`src/rtl/sio_irq_vector.sv`:
```
module sio_irq_vector #(
  parameter int NCH = 2
) (
  input  logic           clk,
  input  logic           rst_n,
  input  logic [7:0]     wr1_a,
  input  logic [7:0]     wr1_b,
  input  logic [NCH-1:0] brk_en,
  input  logic           stat_hi,
  input  logic [NCH-1:0] rx_evt,
  input  logic [NCH-1:0] tx_evt,
  input  logic [NCH-1:0] brk_evt,
  input  logic [NCH-1:0] rd_data,
  input  logic [NCH-1:0] wr_data,
  input  logic [NCH-1:0] cmd_rst_tx,
  input  logic [NCH-1:0] cmd_rst_ius,
  output logic           irq,
  output logic [7:0]     pend,
  output logic [7:0]     vec
);

  function automatic logic [7:0] rx_code(int c, logic hi);
    if (hi) return (c == 0) ? 8'h30 : 8'h20;
    return (c == 0) ? 8'h0C : 8'h04;
  endfunction

  function automatic logic [7:0] tx_code(int c, logic hi);
    if (c != 0) return 8'h00;
    return hi ? 8'h10 : 8'h08;
  endfunction

  function automatic logic [7:0] rx_bit(int c);
    return (c == 0) ? 8'h20 : 8'h04;
  endfunction

  function automatic logic [7:0] tx_bit(int c);
    return (c == 0) ? 8'h10 : 8'h02;
  endfunction

  logic [NCH-1:0][7:0] cfg;
  assign cfg = {wr1_b, wr1_a};

  logic [NCH-1:0] rxp_q, txp_q, rxs_q, txs_q, brk_q;
  logic [NCH-1:0] rxp_d, txp_d, rxs_d, txs_d, brk_d;
  logic [7:0]     pend_q, vec_q, pend_d, vec_d;
  logic           irq_q;
  logic [NCH-1:0] req;
  logic           do_rx, do_tx;
  logic [7:0]     none_code;

  assign none_code = stat_hi ? 8'h60 : 8'h06;

  always_comb begin
    for (int c = 0; c < NCH; c++)
      req[c] = (cfg[c][1] & txp_q[c]) | ((^cfg[c][4:3]) & rxp_q[c]) | (brk_en[c] & brk_q[c]);
  end

  always_comb begin
    rxp_d = rxp_q; txp_d = txp_q; rxs_d = rxs_q; txs_d = txs_q; brk_d = brk_q;
    pend_d = pend_q; vec_d = vec_q;
    do_rx = 1'b0; do_tx = 1'b0;
    for (int c = 0; c < NCH; c++) begin
      do_rx = 1'b0;
      do_tx = 1'b0;
      if (rd_data[c]) begin
        rxp_d[c] = 1'b0;
        rxs_d[c] = 1'b0;
        vec_d    = none_code;
        pend_d   = pend_d & ~rx_bit(c);
        do_tx    = txp_d[c];
      end else if (wr_data[c]) begin
        txp_d[c] = 1'b0;
      end else if (cmd_rst_tx[c]) begin
        txp_d[c] = 1'b0;
        txs_d[c] = 1'b0;
        vec_d    = none_code;
        pend_d   = pend_d & ~tx_bit(c);
        do_rx    = rxp_d[c];
      end else if (cmd_rst_ius[c]) begin
        if (rxs_d[c]) begin
          rxs_d[c] = 1'b0;
          do_tx    = txp_d[c];
        end else begin
          txs_d[c] = 1'b0;
        end
      end
      if (rx_evt[c]) do_rx = 1'b1;
      if (tx_evt[c]) do_tx = 1'b1;
      if (do_rx) begin
        rxp_d[c] = 1'b1;
        rxs_d[c] = 1'b1;
        pend_d   = pend_d | rx_bit(c);
        vec_d    = rx_code(c, stat_hi);
      end
      if (do_tx) begin
        txp_d[c] = 1'b1;
        if (!rxs_d[c]) begin
          txs_d[c] = 1'b1;
          if (cfg[c][1]) pend_d = pend_d | tx_bit(c);
          vec_d = tx_code(c, stat_hi);
        end
      end
      if (brk_evt[c]) brk_d[c] = 1'b1;
    end
  end

  always_ff @(posedge clk) begin
    if (!rst_n) begin
      rxp_q <= '0; txp_q <= '0; rxs_q <= '0; txs_q <= '0; brk_q <= '0;
      pend_q <= 8'h00; vec_q <= 8'h00; irq_q <= 1'b0;
    end else begin
      rxp_q <= rxp_d; txp_q <= txp_d; rxs_q <= rxs_d; txs_q <= txs_d; brk_q <= brk_d;
      pend_q <= pend_d; vec_q <= vec_d;
      irq_q  <= |req;
    end
  end

  assign irq  = irq_q;
  assign pend = pend_q;
  assign vec  = vec_q;

  p_rx_req_r1: assert property (@(posedge clk) disable iff (!rst_n)
    (rxp_q[0] && (^wr1_a[4:3])) |=> irq);

  p_brk_req_r11: assert property (@(posedge clk) disable iff (!rst_n)
    (brk_q[1] && brk_en[1]) |=> irq);

  p_vec_legal_r3: assert property (@(posedge clk) disable iff (!rst_n)
    vec_q inside {8'h00, 8'h04, 8'h06, 8'h08, 8'h0C, 8'h10, 8'h20, 8'h30, 8'h60});

  p_rx_masks_tx_r5: assert property (@(posedge clk) disable iff (!rst_n)
    (rxs_q[0] && tx_evt[0] && !rx_evt[0] && !rd_data[0] && !cmd_rst_tx[0] && !cmd_rst_ius[0]
     && !rx_evt[1] && !tx_evt[1] && !rd_data[1] && !cmd_rst_tx[1] && !cmd_rst_ius[1])
    |=> $stable(vec_q) && $stable(pend_q));

  p_rst_tx_r7: assert property (@(posedge clk) disable iff (!rst_n)
    (cmd_rst_tx[0] && !rd_data[0] && !wr_data[0] && !tx_evt[0]) |=> !pend_q[4] && !txp_q[0]);

  p_read_r8: assert property (@(posedge clk) disable iff (!rst_n)
    (rd_data[0] && !rx_evt[0]) |=> !rxp_q[0] && !pend_q[5]);

  p_txie_r10: assert property (@(posedge clk) disable iff (!rst_n)
    (!wr1_b[1] && !pend_q[1]) |=> !pend_q[1]);

  p_ext_zero_r2: assert property (@(posedge clk) disable iff (!rst_n)
    $rose(pend_q[5]) |-> !pend_q[3] && !pend_q[0]);

endmodule

```
`config.mk`:
```
export PLATFORM = sky130hd
export DESIGN_NAME = sio_irq_vector
export DESIGN_NICKNAME = d
export VERILOG_FILES = /design/src/rtl/sio_irq_vector.sv
export SDC_FILE = /design/constraint.sdc
export NUM_CORES = 1
export LEC_CHECK = 0
export CAP_MARGIN = 20
export CORE_ASPECT_RATIO = 0.5
export CORE_MARGIN = 2
export CORE_UTILIZATION = 30
export DETAILED_ROUTE_END_ITERATION = 16
export PLACE_DENSITY = 0.67
export SYNTH_ARGS = -nofsm -noshare
export SYNTH_HDL_FRONTEND = slang
export SYNTH_SLANG_ARGS = --single-unit
```
`constraint.sdc`:
```
create_clock -name clk -period 2.3 [get_ports clk]
set_clock_uncertainty 0.2 [all_clocks]
set_input_delay 0.46 -clock clk [delete_from_list [all_inputs] [get_ports clk]]
set_output_delay 0.46 -clock clk [all_outputs]
set_load 0.01 [all_outputs]
```
### After elaboration in Yosys (flattened, before gate mapping)

Cells that the tools add are included.

| cells by class | value |
|---|---|
| equal/unequal tests | 2 |
| multiplexer cells | 80 |
| reductions and logical operators | 9 |
| bitwise logic cells | 10 |

Operator list:

| operator | count |
|---|---|
| 2-to-1 mux 8 bit | 16 |
| 2-to-1 mux 1 bit | 47 |
| 2-to-1 mux 5 bit | 7 |
| 2-to-1 mux 6 bit | 2 |
| 2-to-1 mux 2 bit | 5 |
| 2-to-1 mux 7 bit | 1 |
| AND 1 bit | 6 |
| 2-to-1 mux 3 bit | 2 |
| nonzero test 3 bit | 2 |
| inequality test 2 x 1 -> 1 bit (second input constant) | 2 |
| bitwise OR 1 bit | 4 |
| AND reduction 2 bit | 2 |
| nonzero test 2 bit | 2 |
| parity 2 bit | 2 |
| OR reduction 2 bit | 1 |

| storage, ports and cells | value |
|---|---|
| register bits | 25 |
| input port bits | 35 |

### Logic depth before layout (Yosys ltp)

| logic depth | value |
|---|---|
| word-level depth | 15 |
| mapped depth | 6 |
| gate-level depth less buffers | 4 |

### Worst setup path before layout

OpenSTA, ideal clock, no wires.

| timing path | value |
|---|---|
| path kind | input -> register |
| from | in cmd_rst_tx[1] |
| to | reg vec_q[4] (netlist: vec[4]) |
| arrival | 1.483 ns |
| setup slack | 0.494 ns |
| stages | 4 |
| path buffers | 0 |
| data required time | 1.977 ns |
| setup time | 0.123 ns |
| path through | or3b_4 > a311o_1 > o21ai_2 > a211oi_1 |

| between the ends | value |
|---|---|
| longest elaborated chain between the ends | 7 |
| elaborated cells between the ends (all ways) | 18 |

Ends and longest elaborated chain:

| item | line | RTL |
|---|---|---|
| from (decl) | 15 | `input logic [NCH-1:0] cmd_rst_tx,` |
| 2-to-1 mux 1 bit | 73 | `end else if (cmd_rst_tx[c]) begin` |
| 2-to-1 mux 1 bit | 71 | `end else if (wr_data[c]) begin` |
| 2-to-1 mux 1 bit | 65 | `if (rd_data[c]) begin` |
| 2-to-1 mux 1 bit | 87 | `if (rx_evt[c]) do_rx = 1'b1;` |
| 2-to-1 mux 8 bit or 2-to-1 mux 1 bit (tied branches) | 89 | `if (do_rx) begin` |
| 2-to-1 mux 8 bit | 97 | `if (!rxs_d[c]) begin` |
| 2-to-1 mux 8 bit (*) | 95 | `if (do_tx) begin` |
| to (signal assigned) | 113 | `pend_q <= pend_d; vec_q <= vec_d;` |
| to (decl) | 45 | `logic [7:0] pend_q, vec_q, pend_d, vec_d;` |

Mark *: on every way between the ends. The rest lies on a longest branch, timed or not.
A chain may end at the register's enable or synchronous reset.

### Worst setup path in the final report

| timing path | value |
|---|---|
| from | in cmd_rst_tx[1] |
| to | reg vec_q[2] (netlist: vec[2]) |

Same word-level chain as after synthesis.

==> results.txt <==
Counting every instance in the synthesized netlist gives 116. The logs give 0.257 mV for the worst vdd rail ir drop and 32.7% for the effective utilization at floorplan. The via count of the first global-routing pass is 923.

In this run the static leakage power is 0.578 nW. The maximum level of the CTS H-tree is 1. Hold repair after CTS inserted 0 buffers.

The first routing iteration left 80 violations. The flow ran to the end, and the final reports show no timing, DRC or antenna violations. TritonCTS built the clock tree. The tools report the net count reported at finish as 202. The worst-case hold slack is 242 ps, and the number of detailed-route iterations in the first pass is 4. Based on the critical path, the design can be clocked at up to 476 MHz. The tools report the cell at the root of the clock tree as sky130_fd_sc_hd__clkbuf_8.

The peak fanout along the critical path works out to 4. After detailed routing, the average wire length per cell comes to 12.4 µm. The number of warnings issued by yosys is 0, and the clock power share is 29.9%. Summed over all nets, the switching power comes to 0.000201 W. The total detailed-routing wirelength is 2.55 mm, and the first-pass GRT wire length is 4.26 mm.

The final critical path time including I/O delays and setup came out at 2100 ps. The tools report the final cell area excluding filler cells as 1550 µm². The CTS clock-pin slew for the worst setup and hold paths is 80 ps. The post-route netlist has 13.9% of its cells at a drive strength greater than 1.

Entering global routing, the biggest net connects 13 pins. The top cell type's share of synthesized area is 37.3%. The final route contains 1007 vias. In this run the vertical extent of the chip is 45.2 µm. In this run, distinct cell masters in the synthesized netlist total 43.

The layout has 331 filler cells. The relative contribution of combinational cells to total power was 24.0%. Dividing the synthesized area by the synthesized cell count gives 8.78 µm². Sequential cells account for 46.1% of the total power.

Hold violation total from the final report: 0. The power density over the cells is 502 nW/µm², and the initial antenna violation count is 0. Summing internal, switching and leakage power gives 0.000779 W. STA classifies the critical path startpoint as a primary input.

Row generation in the floorplan step produced 14 rows. Post-route DRC violation count: 0. The run gives 3 as the number of clock buffers inserted by TritonCTS. Measured on the finished design, the core utilization comes to 49.8%. In this run the post-CTS setup repair buffer count came out at 0. Once the clock tree was built, the resizer swapped 0 gates to a different size. Data on the critical path arrives at its endpoint at 2040 ps. For this run, the total global-route usage over all layers was measured as 14.2%.

For the residual antenna-violating net count after detailed routing, the log shows 0. The clock network latency to the later pin of the worst-skew pair is 260 ps. The number of synthesized register bits was 19; the accumulated negative setup slack was 0 ps. The path category of the worst min-delay check was register to register. The core region is 3120 µm².

The most instantiated flip-flop cell in the synthesis netlist was sky130_fd_sc_hd__dfxtp_1. The area of the die is 3910 µm², and the cell area reported after detailed placement is 1510 µm². Final critical-path share of the clock period: 91.4%.

Layout overhead on the synthesized area: 52.3%. The run gives 0 as the count of pins over their slew limit. At the end of routability-driven placement, the weighted congestion stood at 0.779.

The count of max-cap constraint violations came out at 0. For the clock sink total, the log shows 19. By startpoint and endpoint, the worst setup path is classified as primary input to register. The switching portion of total power is 25.8%. The cell type with the largest total area after synthesis was sky130_fd_sc_hd__dfxtp_1. The logs give 0 for the residual overflow from global routing and 37.3% for the fraction of the yosys area taken by sequential cells.

The tools report the internal power component as 0.000578 W. Yosys attributes the largest share of cell area to sky130_fd_sc_hd__dfxtp_1, sky130_fd_sc_hd__o21a_1, sky130_fd_sc_hd__buf_4. Port buffering added 37 buffers. The share of synthesized flip-flops with an asynchronous set or reset works out to 0%. Dividing the detail-routed via count by the number of cells gives 4.89. The number of buffers on the longest clock path was 2.

Detailed placement finished with a half-perimeter wire length of 2.08 mm. The mapped netlist covers 1020 µm². Setup repair after global routing left no endpoint under its margin. Width of the die: 86.4 µm.

Setup violations remaining at the end of the flow were counted as 0. 52 I/O pins were placed. Counting flops with a built-in enable in the synthesized netlist gives 0. The number of antenna diodes in the final layout is 0. The data required time at the worst endpoint is 2240 ps. Nature of the critical path endpoint: a register.
## registers in the layout, indices dropped and copies added (netlist names)
| signal | count |
|---|---|
| vec | 8 |
| brk_q | 2 |
| pend | 2 |
| rxp_q | 2 |
| rxs_q | 2 |
| txp_q | 2 |
| irq | 1 |
## synth_stat cells, drive strengths merged, types with 2 or more instances
cell / number
dfxtp: 19
a31oi: 2
o2111ai: 2
nor4bb: 2
nor3: 4
nor3b: 2
a22oi: 2
xor2: 2
o21bai: 2
nor2: 4
and2: 2
inv: 8
nor2b: 6
o21a: 8
nand3: 5
o221ai: 2
o32ai: 3
nand2: 5
a31o: 2
o21ai: 4
buf: 8
a211oi: 2
nand2b: 3
a21oi: 3
a21boi: 2
## critical path, cell delays in order
cell	delay, ps
sky130_fd_sc_hd__clkdlybuf4s50_1	420
sky130_fd_sc_hd__or3b_4	400
sky130_fd_sc_hd__a311o_1	410
sky130_fd_sc_hd__o21ai_2	270
sky130_fd_sc_hd__a31oi_1	80
## cells in the final DEF, fill, tap and decap left out, types with 3 or more instances in the layout
cell	count
sky130_fd_sc_hd__buf_4	15
sky130_fd_sc_hd__o32ai_1	3
sky130_fd_sc_hd__o21ai_0	3
sky130_fd_sc_hd__nand3_1	4
sky130_fd_sc_hd__a21oi_1	3
sky130_fd_sc_hd__o21a_1	8
sky130_fd_sc_hd__conb_1	4
sky130_fd_sc_hd__dfxtp_1	19
sky130_fd_sc_hd__nand2_1	5
sky130_fd_sc_hd__nor2_1	4
sky130_fd_sc_hd__nand2b_1	3
sky130_fd_sc_hd__inv_1	7
sky130_fd_sc_hd__clkbuf_8	3
sky130_fd_sc_hd__clkdlybuf4s50_1	37
sky130_fd_sc_hd__nor2b_1	6
sky130_fd_sc_hd__nor3_1	4
## power by group through the flow
stage / logic, W / clock network (W) / registers (W)
3_3_place_gp: 0.000184 / 0 / 0.000367
2_1_floorplan: 0.0000838 / 0 / 0.000369
6_report: 0.000187 / 0.000233 / 0.000359
3_5_place_dp: 0.000186 / 0 / 0.000367
5_1_grt: 0.000204 / 0.000259 / 0.000362
4_1_cts: 0.000187 / 0.000241 / 0.000359
## routing by layer
metal / up-vias / track usage, % / wire [µm]
met2: 28 / 21.7 / 1130
met1: 456 / 19.7 / 1290
li1: 523 / - / -
met5: - / 0 / 0
met3: 0 / 4.20 / 122
met4: 0 / 3.75 / 0
## per-stage QoR
step	cells	setup WS, ps
global placement	202	-69.4
floorplan	119	494
finish	206	198
global route	206	104
CTS	206	191
detailed placement	202	-81.2
## layout make-up
type	count	area (µm²)	area share, %
multi-input combinational	83	563	36.3
timing repair buffer	52	483	31.1
sequential	19	380	24.5
tap	40	50.0	3.23
clock buffer	4	45.0	2.90
inverter	8	30.0	1.94
## cell families (layout without fill, tap and decap cells)
kind of cell,count (synthesis),after routing,synth area share [%]
other cells,1,4,0.368
compound gates,39,39,29.0
buf+inv,17,64,8.48
xor+xnor,2,2,1.72
flops,19,19,37.3
simple gates,38,38,23.1
## path summary, 6_finish.rpt
kind | start | endpoint | slack, ps | cells past startpoint
hold / removal | vec[0] | vec[0] | 240 | 2
setup / recovery | cmd_rst_tx[1] | vec[2] | 200 | 5
setup reg to reg | rxp_q[0] | vec[1] | 540 | 4
hold reg to reg | vec[0] | vec[0] | 240 | 2
(Power assumes the default switching activity.)
